## src/rtl/wmd_pkg.sv

```systemverilog
package wmd_pkg;

  typedef enum logic [1:0] {
    MODE_JTAG = 2'd0,
    MODE_SWD  = 2'd1,
    MODE_DORM = 2'd2
  } wire_mode_e;

  typedef enum logic {
    DS_HUNT = 1'b0,
    DS_ACT  = 1'b1
  } dorm_sub_e;

  localparam int SW_LEN     = 16;
  localparam int J2D_LEN    = 31;
  localparam int ALERT_LEN  = 128;
  localparam int ACT_LOW_W  = 4;
  localparam int ACT_BYTE_W = 8;
  localparam int ACT_SER_W  = 12;

  localparam logic [SW_LEN-1:0]    CODE_J2S = 16'hE79E;
  localparam logic [SW_LEN-1:0]    CODE_S2J = 16'hE73C;
  localparam logic [SW_LEN-1:0]    CODE_S2D = 16'hE3BC;
  localparam logic [J2D_LEN-1:0]   CODE_J2D = 31'h33BBBBBA;
  localparam logic [ALERT_LEN-1:0] ALERT_SEQ =
    128'h19BC0EA2_E3DDAFE9_86852D95_6209F392;
  localparam logic [ACT_BYTE_W-1:0] ACT_SWD = 8'h1A;
  localparam logic [ACT_BYTE_W-1:0] ACT_JDP = 8'h0A;

endpackage

```

## src/rtl/wmd_line_history.sv

```systemverilog
module wmd_line_history #(
  parameter int HI_SAT    = 63,
  parameter int HI_W      = 6,
  parameter int WIN_W     = 128,
  parameter int POS_W     = 8,
  parameter int LONG_HIGH = 50
) (
  input  logic             clk_i,
  input  logic             rst_ni,
  input  logic             line_i,
  input  logic [HI_W-1:0]  thr_i,
  output logic [WIN_W-1:0] win_nxt_o,
  output logic [POS_W-1:0] pos_nxt_o,
  output logic             long_nxt_o
);

  localparam logic [HI_W-1:0]  HI_MAX  = HI_W'(HI_SAT);
  localparam logic [POS_W-1:0] POS_MAX = '1;

  logic [WIN_W-1:0] win_q;
  logic [HI_W-1:0]  hi_q;
  logic [POS_W-1:0] pos_q;
  logic             long_q;
  logic             restart;

  // newest bit enters at the top, so a code of N bits sits in the top N bits
  assign win_nxt_o  = {line_i, win_q[WIN_W-1:1]};
  // a low bit ending a long enough high run opens a new candidate code
  assign restart    = !line_i && (hi_q >= thr_i);
  assign pos_nxt_o  = restart ? POS_W'(1)
                    : ((pos_q == POS_MAX) ? POS_MAX : pos_q + 1'b1);
  assign long_nxt_o = restart ? (hi_q >= HI_W'(LONG_HIGH)) : long_q;

  always_ff @(posedge clk_i or negedge rst_ni) begin
    if (!rst_ni) begin
      win_q  <= '0;
      hi_q   <= '0;
      pos_q  <= POS_MAX;
      long_q <= 1'b0;
    end else begin
      win_q  <= win_nxt_o;
      pos_q  <= pos_nxt_o;
      long_q <= long_nxt_o;
      if (!line_i)              hi_q <= '0;
      else if (hi_q != HI_MAX)  hi_q <= hi_q + 1'b1;
    end
  end


  pos_start_low_chk: assert property (@(posedge clk_i) disable iff (!rst_ni)
    (pos_q == POS_W'(1)) |-> !win_q[WIN_W-1]);


  hi_sat_hold_chk: assert property (@(posedge clk_i) disable iff (!rst_ni)
    (line_i && hi_q == HI_MAX) |=> (hi_q == HI_MAX));

endmodule

```

## src/rtl/wmd_pattern_match.sv

```systemverilog
module wmd_pattern_match
  import wmd_pkg::*;
#(
  parameter int WIN_W = 128,
  parameter int POS_W = 8
) (
  input  logic [WIN_W-1:0] win_i,
  input  logic [POS_W-1:0] pos_i,
  input  logic             long_i,
  output logic             hit_j2s_o,
  output logic             hit_s2j_o,
  output logic             hit_s2d_o,
  output logic             hit_j2d_o,
  output logic             hit_alert_o,
  output logic             hit_lrst_o,
  output logic             act_swd_o,
  output logic             act_jdp_o,
  output logic             act_zero8_o,
  output logic             act_zero16_o
);

  localparam int ACT_ALL_W = ACT_LOW_W + ACT_SER_W;

  logic [SW_LEN-1:0]     sw_field;
  logic [ACT_BYTE_W-1:0] code8;
  logic [ACT_LOW_W-1:0]  lows;
  logic                  pos_sw;

  assign sw_field = win_i[WIN_W-1 -: SW_LEN];
  assign code8    = win_i[WIN_W-1 -: ACT_BYTE_W];
  assign lows     = win_i[WIN_W-1-ACT_BYTE_W -: ACT_LOW_W];
  assign pos_sw   = long_i && (pos_i == POS_W'(SW_LEN));

  assign hit_j2s_o   = pos_sw && (sw_field == CODE_J2S);
  assign hit_s2j_o   = pos_sw && (sw_field == CODE_S2J);
  assign hit_s2d_o   = pos_sw && (sw_field == CODE_S2D);
  assign hit_j2d_o   = (pos_i == POS_W'(J2D_LEN)) &&
                       (win_i[WIN_W-1 -: J2D_LEN] == CODE_J2D);
  assign hit_alert_o = (pos_i == POS_W'(ALERT_LEN)) &&
                       (win_i[WIN_W-1 -: ALERT_LEN] == ALERT_SEQ);
  assign hit_lrst_o  = long_i && (pos_i == POS_W'(2)) &&
                       (win_i[WIN_W-1 -: 2] == 2'b00);

  assign act_swd_o    = (lows == '0) && (code8 == ACT_SWD);
  assign act_jdp_o    = (lows == '0) && (code8 == ACT_JDP);
  assign act_zero8_o  = (lows == '0) && (code8 == '0);
  assign act_zero16_o = (win_i[WIN_W-1 -: ACT_ALL_W] == '0);

endmodule

```

## src/rtl/wmd_mode_fsm.sv

```systemverilog
module wmd_mode_fsm
  import wmd_pkg::*;
(
  input  logic       clk_i,
  input  logic       rst_ni,
  input  logic       hit_j2s_i,
  input  logic       hit_s2j_i,
  input  logic       hit_s2d_i,
  input  logic       hit_j2d_i,
  input  logic       hit_alert_i,
  input  logic       hit_lrst_i,
  input  logic       act_swd_i,
  input  logic       act_jdp_i,
  input  logic       act_zero8_i,
  input  logic       act_zero16_i,
  output wire_mode_e mode_o,
  output logic       line_rst_o,
  output logic       synced_o
);

  localparam int ACT_SHORT = ACT_LOW_W + ACT_BYTE_W;
  localparam int ACT_LONG  = ACT_LOW_W + ACT_SER_W;
  localparam int ACT_W     = $clog2(ACT_LONG + 1);

  wire_mode_e       mode_q, mode_d;
  dorm_sub_e        sub_q, sub_d;
  logic [ACT_W-1:0] act_q, act_d, act_nxt;
  logic             lrst_q, lrst_d;
  logic             synced_q, synced_d;

  assign act_nxt = act_q + 1'b1;

  always_comb begin
    mode_d = mode_q;
    sub_d  = sub_q;
    act_d  = act_q;
    unique case (mode_q)
      MODE_JTAG: begin
        if (hit_j2s_i) begin
          mode_d = MODE_SWD;
        end else if (hit_j2d_i) begin
          mode_d = MODE_DORM;
          sub_d  = DS_HUNT;
        end
      end
      MODE_SWD: begin
        if (hit_s2j_i) begin
          mode_d = MODE_JTAG;
        end else if (hit_s2d_i) begin
          mode_d = MODE_DORM;
          sub_d  = DS_HUNT;
        end
      end
      MODE_DORM: begin
        if (sub_q == DS_HUNT) begin
          if (hit_alert_i) begin
            sub_d = DS_ACT;
            act_d = '0;
          end
        end else begin
          act_d = act_nxt;
          if (act_nxt == ACT_W'(ACT_SHORT)) begin
            if (act_swd_i) begin
              mode_d = MODE_SWD;
              sub_d  = DS_HUNT;
            end else if (act_jdp_i) begin
              mode_d = MODE_JTAG;
              sub_d  = DS_HUNT;
            end else if (!act_zero8_i) begin
              sub_d  = DS_HUNT;
            end
          end else if (act_nxt == ACT_W'(ACT_LONG)) begin
            sub_d = DS_HUNT;
            if (act_zero16_i) mode_d = MODE_JTAG;
          end
        end
      end
      default: begin
        mode_d = MODE_JTAG;
        sub_d  = DS_HUNT;
      end
    endcase
  end

  assign lrst_d   = (mode_q == MODE_SWD) && hit_lrst_i;
  assign synced_d = (mode_d != mode_q) ? 1'b0 : (lrst_d ? 1'b1 : synced_q);

  always_ff @(posedge clk_i or negedge rst_ni) begin
    if (!rst_ni) begin
      mode_q   <= MODE_JTAG;
      sub_q    <= DS_HUNT;
      act_q    <= '0;
      lrst_q   <= 1'b0;
      synced_q <= 1'b0;
    end else begin
      mode_q   <= mode_d;
      sub_q    <= sub_d;
      act_q    <= act_d;
      lrst_q   <= lrst_d;
      synced_q <= synced_d;
    end
  end

  assign mode_o     = mode_q;
  assign line_rst_o = lrst_q;
  assign synced_o   = synced_q;


  mode_legal_chk: assert property (@(posedge clk_i) disable iff (!rst_ni)
    mode_q != 2'd3);


  lrst_single_chk: assert property (@(posedge clk_i) disable iff (!rst_ni)
    lrst_q |=> !lrst_q);


  lrst_swd_only_chk: assert property (@(posedge clk_i) disable iff (!rst_ni)
    lrst_q |-> (mode_q == MODE_SWD));


  synced_by_lrst_chk: assert property (@(posedge clk_i) disable iff (!rst_ni)
    $rose(synced_q) |-> lrst_q);


  dorm_exit_unsynced_chk: assert property (@(posedge clk_i) disable iff (!rst_ni)
    (mode_q == MODE_SWD && $past(mode_q) == MODE_DORM) |-> !synced_q);


  act_in_dorm_chk: assert property (@(posedge clk_i) disable iff (!rst_ni)
    (sub_q == DS_ACT) |-> (mode_q == MODE_DORM));

endmodule

```

## src/rtl/wire_mode_detector.sv

```systemverilog
module wire_mode_detector
  import wmd_pkg::*;
#(
  parameter int LONG_HIGH      = 50,
  parameter int JTAG_PRE_HIGH  = 5,
  parameter int ALERT_PRE_HIGH = 8,
  parameter int HI_SAT         = 63
) (
  input  logic       clk_i,
  input  logic       rst_ni,
  input  logic       line_i,
  output logic [1:0] mode_o,
  output logic       line_rst_o,
  output logic       swd_synced_o
);

  localparam int HI_W  = $clog2(HI_SAT + 1);
  localparam int WIN_W = ALERT_LEN;
  localparam int POS_W = $clog2(ALERT_LEN + 1);

  wire_mode_e       mode;
  logic [HI_W-1:0]  thr;
  logic [WIN_W-1:0] win_nxt;
  logic [POS_W-1:0] pos_nxt;
  logic             long_nxt;
  logic hit_j2s, hit_s2j, hit_s2d, hit_j2d, hit_alert, hit_lrst;
  logic act_swd, act_jdp, act_zero8, act_zero16;

  assign thr = (mode == MODE_DORM) ? HI_W'(ALERT_PRE_HIGH) : HI_W'(JTAG_PRE_HIGH);

  wmd_line_history #(
    .HI_SAT(HI_SAT), .HI_W(HI_W), .WIN_W(WIN_W),
    .POS_W(POS_W), .LONG_HIGH(LONG_HIGH)
  ) u_hist (
    .clk_i(clk_i), .rst_ni(rst_ni), .line_i(line_i), .thr_i(thr),
    .win_nxt_o(win_nxt), .pos_nxt_o(pos_nxt), .long_nxt_o(long_nxt)
  );

  wmd_pattern_match #(.WIN_W(WIN_W), .POS_W(POS_W)) u_match (
    .win_i(win_nxt), .pos_i(pos_nxt), .long_i(long_nxt),
    .hit_j2s_o(hit_j2s), .hit_s2j_o(hit_s2j), .hit_s2d_o(hit_s2d),
    .hit_j2d_o(hit_j2d), .hit_alert_o(hit_alert), .hit_lrst_o(hit_lrst),
    .act_swd_o(act_swd), .act_jdp_o(act_jdp),
    .act_zero8_o(act_zero8), .act_zero16_o(act_zero16)
  );

  wmd_mode_fsm u_fsm (
    .clk_i(clk_i), .rst_ni(rst_ni),
    .hit_j2s_i(hit_j2s), .hit_s2j_i(hit_s2j), .hit_s2d_i(hit_s2d),
    .hit_j2d_i(hit_j2d), .hit_alert_i(hit_alert), .hit_lrst_i(hit_lrst),
    .act_swd_i(act_swd), .act_jdp_i(act_jdp),
    .act_zero8_i(act_zero8), .act_zero16_i(act_zero16),
    .mode_o(mode), .line_rst_o(line_rst_o), .synced_o(swd_synced_o)
  );

  assign mode_o = mode;

endmodule

```

## config.mk

```make
export PLATFORM = sky130hd
export DESIGN_NAME = wire_mode_detector
export DESIGN_NICKNAME = d
export VERILOG_FILES = /design/src/rtl/wmd_pkg.sv /design/src/rtl/wmd_line_history.sv /design/src/rtl/wmd_pattern_match.sv /design/src/rtl/wmd_mode_fsm.sv /design/src/rtl/wire_mode_detector.sv
export SDC_FILE = /design/constraint.sdc
export NUM_CORES = 1
export LEC_CHECK = 0
export BUFFER_PORTS_ARGS = -buffer_cell sky130_fd_sc_hd__buf_2
export CORE_MARGIN = 2
export CORE_UTILIZATION = 40
export CTS_CLUSTER_DIAMETER = 40
export DETAILED_ROUTE_END_ITERATION = 16
export SETUP_SLACK_MARGIN = 0.05
export SKIP_CTS_REPAIR_TIMING = 1
export SLEW_MARGIN = 20
export SYNTH_ARGS = -nofsm -noshare
export SYNTH_HDL_FRONTEND = slang
export SYNTH_SLANG_ARGS = --single-unit
export TNS_END_PERCENT = 100
```

## constraint.sdc

```tcl
create_clock -name clk_i -period 3.7 [get_ports clk_i]
set_clock_uncertainty 0.2 [all_clocks]
set_input_delay 0.555 -clock clk_i [delete_from_list [all_inputs] [get_ports clk_i]]
set_output_delay 0.555 -clock clk_i [all_outputs]
set_load 0.01 [all_outputs]
```

==> metrics <==
Reg2Reg Setup Slack 0.53 ns; CP startpoint kind register; final hold slack -0.00798 ns; Hold WC Path Type in2async; EDFF count, synth 0; Max Freq 315 MHz; commonest cells in the netlist 144 x dfrtp_1, 25 x nor2_1, 14 x nand3_1, 14 x nor4_1, 13 x nor4b_1; CTS Buf Count 17; final layout net count roughly 400; post-route setup slack about 0.53 ns; WP data required 3.80 ns; Antenna diodes 0; vias in the first global route ~3,200; crit path time final 3.17 ns; largest cells by area after synthesis dfrtp_1 68%, dfstp_2 4.0%, nor4b_1 2.1%; routed vias/inst 5.25; worst ir drop on vdd between 0.0003 and 0.0004 V; DP Area 0.00556 mm^2; register area share after synthesis 71.8%; GRT Util Overall around 15%; fin util a little under half; Slew Viols, Final 0; Finished Cell Area between 0.006 and 0.007 mm^2; IO Count 7; Hold Fails Final Rpt 12; DR iter-0 viols about 250; outcome complete, but fails checks; Non-Filler Instances approximately 580; CP max-delay cell or3_1; Pleak 2.76 nW; CP peak stage delay slightly below 0.6 ns; drt wl/cell approximately 16 um; share of flip-flops with an asynchronous set or reset 100%; DRT Pass-1 Iters 4; RSZ-0062 raised after global routing false; ANT nets after route 0; #FFs+latches synth 152; Die Width between 100 and 150 um; power per cell area between 600 and 700 mW/mm^2; CP top delay family simple AND/OR/NAND/NOR gates; Final period util 85.8%; Stages on worst setup path 8; prevailing post-synth register cell dfrtp_1; Buf+Inv Stages, Crit Path 0; most common cell in the netlist dfrtp_1; reg2reg end u_fsm.sub_q; DR vias ~3,000; Core Area 0.0131 mm^2; largest net degree at the start of global routing about 90; IO Port Bufs 6; worst slack at placement ~0.59 ns; Syn Nets 380; Synth cell types between 50 and 60; gpl congestion 0.874; final setup TNS 0 ns; arrival time at the worst endpoint between 3 and 4 ns; Initial Utilization about 41%; Critical Path Fanout Max 14; top cell type's share of synthesized area between 60 and 70%; CP endpoint kind register; first-pass GRT wire length around 16,000 um; H-tree depth 4; failing checks negative hold slack; initial antenna violation count 0; total grt overflow 0; Final Routed Wirelength 9330 um; placed cell count ~550; post-DP HPWL ~6300 um; worst-skew pair later-pin latency about 0.42 ns; Row Count between 40 and 50; Residual DRC 0; Worst Tran Pin Value around 0.76 ns; max cap viols 0; Mapped Cells 370; Area Growth Syn to Fin 16.4%; total power 3.91 mW; crit path cell chain nand2b_1 > ha_1 > nor3b_1 > nor4b_1 > or3_1 > nor4_1 > a31oi_1 > a32o_1; R2R Path Start u_fsm.mode_o[0]; die height around 120 um; CP Class reg2reg; post-synth top area cell dfrtp_1; Slew HR ~50%; final setup vio count 0; R2R cell count 8; share of post-route cells with drive strength above 1 around 14%; Num Clock Sinks approximately 150; Mapped Area approximately 0.0053 mm^2; Ys Warns 0; clock tree buffer depth 2; root buf cell clkbuf_16; mean post-synth cell area around 14 um^2; CTS tree built; Clock transition at path regs around 0.06 ns; die footprint ~0.014 mm^2
-- flip-flops by register name (all words and copies together), names as in the netlist --
name              count
u_fsm.act_q           5
u_fsm.line_rst_o      1
u_fsm.mode_o          2
u_fsm.sub_q           1
u_fsm.synced_o        1
u_hist.hi_q           6
u_hist.long_q         1
u_hist.pos_q          8
u_hist.win_q        127
-- final cells by class --
cell class	count	area, um^2
Multi-Input combinational cell	204	1440
Timing Repair Buffer	9	58.8
Fill cell	1126	6900
Tap cell	176	220
Clock inverter	7	114
Clock buffer	23	508
Sequential cell	152	3810
Inverter	8	30.0
-- logic make-up (layout without fill, tap and decap cells) --
logic type               after synthesis  after routing  synth area share, %
AO/OA/AOI/OAI                         34             34                 4.92
XOR/XNOR                               8              8                 1.32
adder cells (fa/ha/maj)                7              7                 1.65
buffers and inverters                 14             47                 1.13
flip-flops                           152            152                 71.8
multiplexers                           6              6                 1.18
AND/OR/NAND/NOR                      149            149                 18.0
-- per-layer routing --
metal	vias to the layer above	track usage, %	part of all wire (%)
li1	1423	-	-
met1	1551	21.3	50
met2	45	21.0	45
met3	19	3.83	2.7
met4	0	8.04	2.7
met5	-	0	0
-- worst max-delay path by stage --
stage,from,endpoint,slack [ns]
6_report,u_fsm.mode_o[0],u_fsm.sub_q,0.53
3_3_place_gp,u_fsm.mode_o[0],u_fsm.act_q[3],0.69
2_1_floorplan,u_fsm.mode_o[0],u_fsm.act_q[3],0.91
4_1_cts,u_fsm.mode_o[0],u_fsm.sub_q,0.57
3_5_place_dp,u_fsm.mode_o[0],u_fsm.sub_q,0.59
5_1_grt,u_fsm.mode_o[0],u_fsm.sub_q,0.33
-- placed cells by master, fill, tap and decap left out, types with 3 or more instances in the layout --
master	instances
buf_2	5
buf_4	3
mux2i_1	4
nor3b_1	3
xnor2_1	5
a31oi_1	3
nand4b_1	7
nor2_1	25
nand3_1	14
nor2b_1	3
nand2b_1	7
nor4b_1	13
nand3b_1	6
or3_1	4
ha_1	7
xor2_1	3
dfrtp_1	144
inv_1	8
nor3_1	8
nor4_1	14
nor4bb_1	6
clkbuf_8	6
bufinv_16	3
nand4_1	12
nand2_1	9
o21ai_0	5
clkinv_2	3
or4_1	3
dfstp_2	8
clkbuf_16	17
and4b_1	7
a21oi_1	5
-- power by group --
group	switching, mW	internal, mW	total (mW)
registers	0.0984	1.77	1.87
clock network	0.623	1.16	1.78
logic	0.149	0.118	0.266
total	0.869	3.04	3.91
-- worst register-to-register path, delay by kind of cell, from the launching register on --
kind / cells / cell delay, ns
compound gates: 2 / 0.39
fa+ha+maj: 1 / 0.32
simple gates: 5 / 1.70
flops: 1 / 0.46
Note: power is estimated with default switching activity, not from simulation.
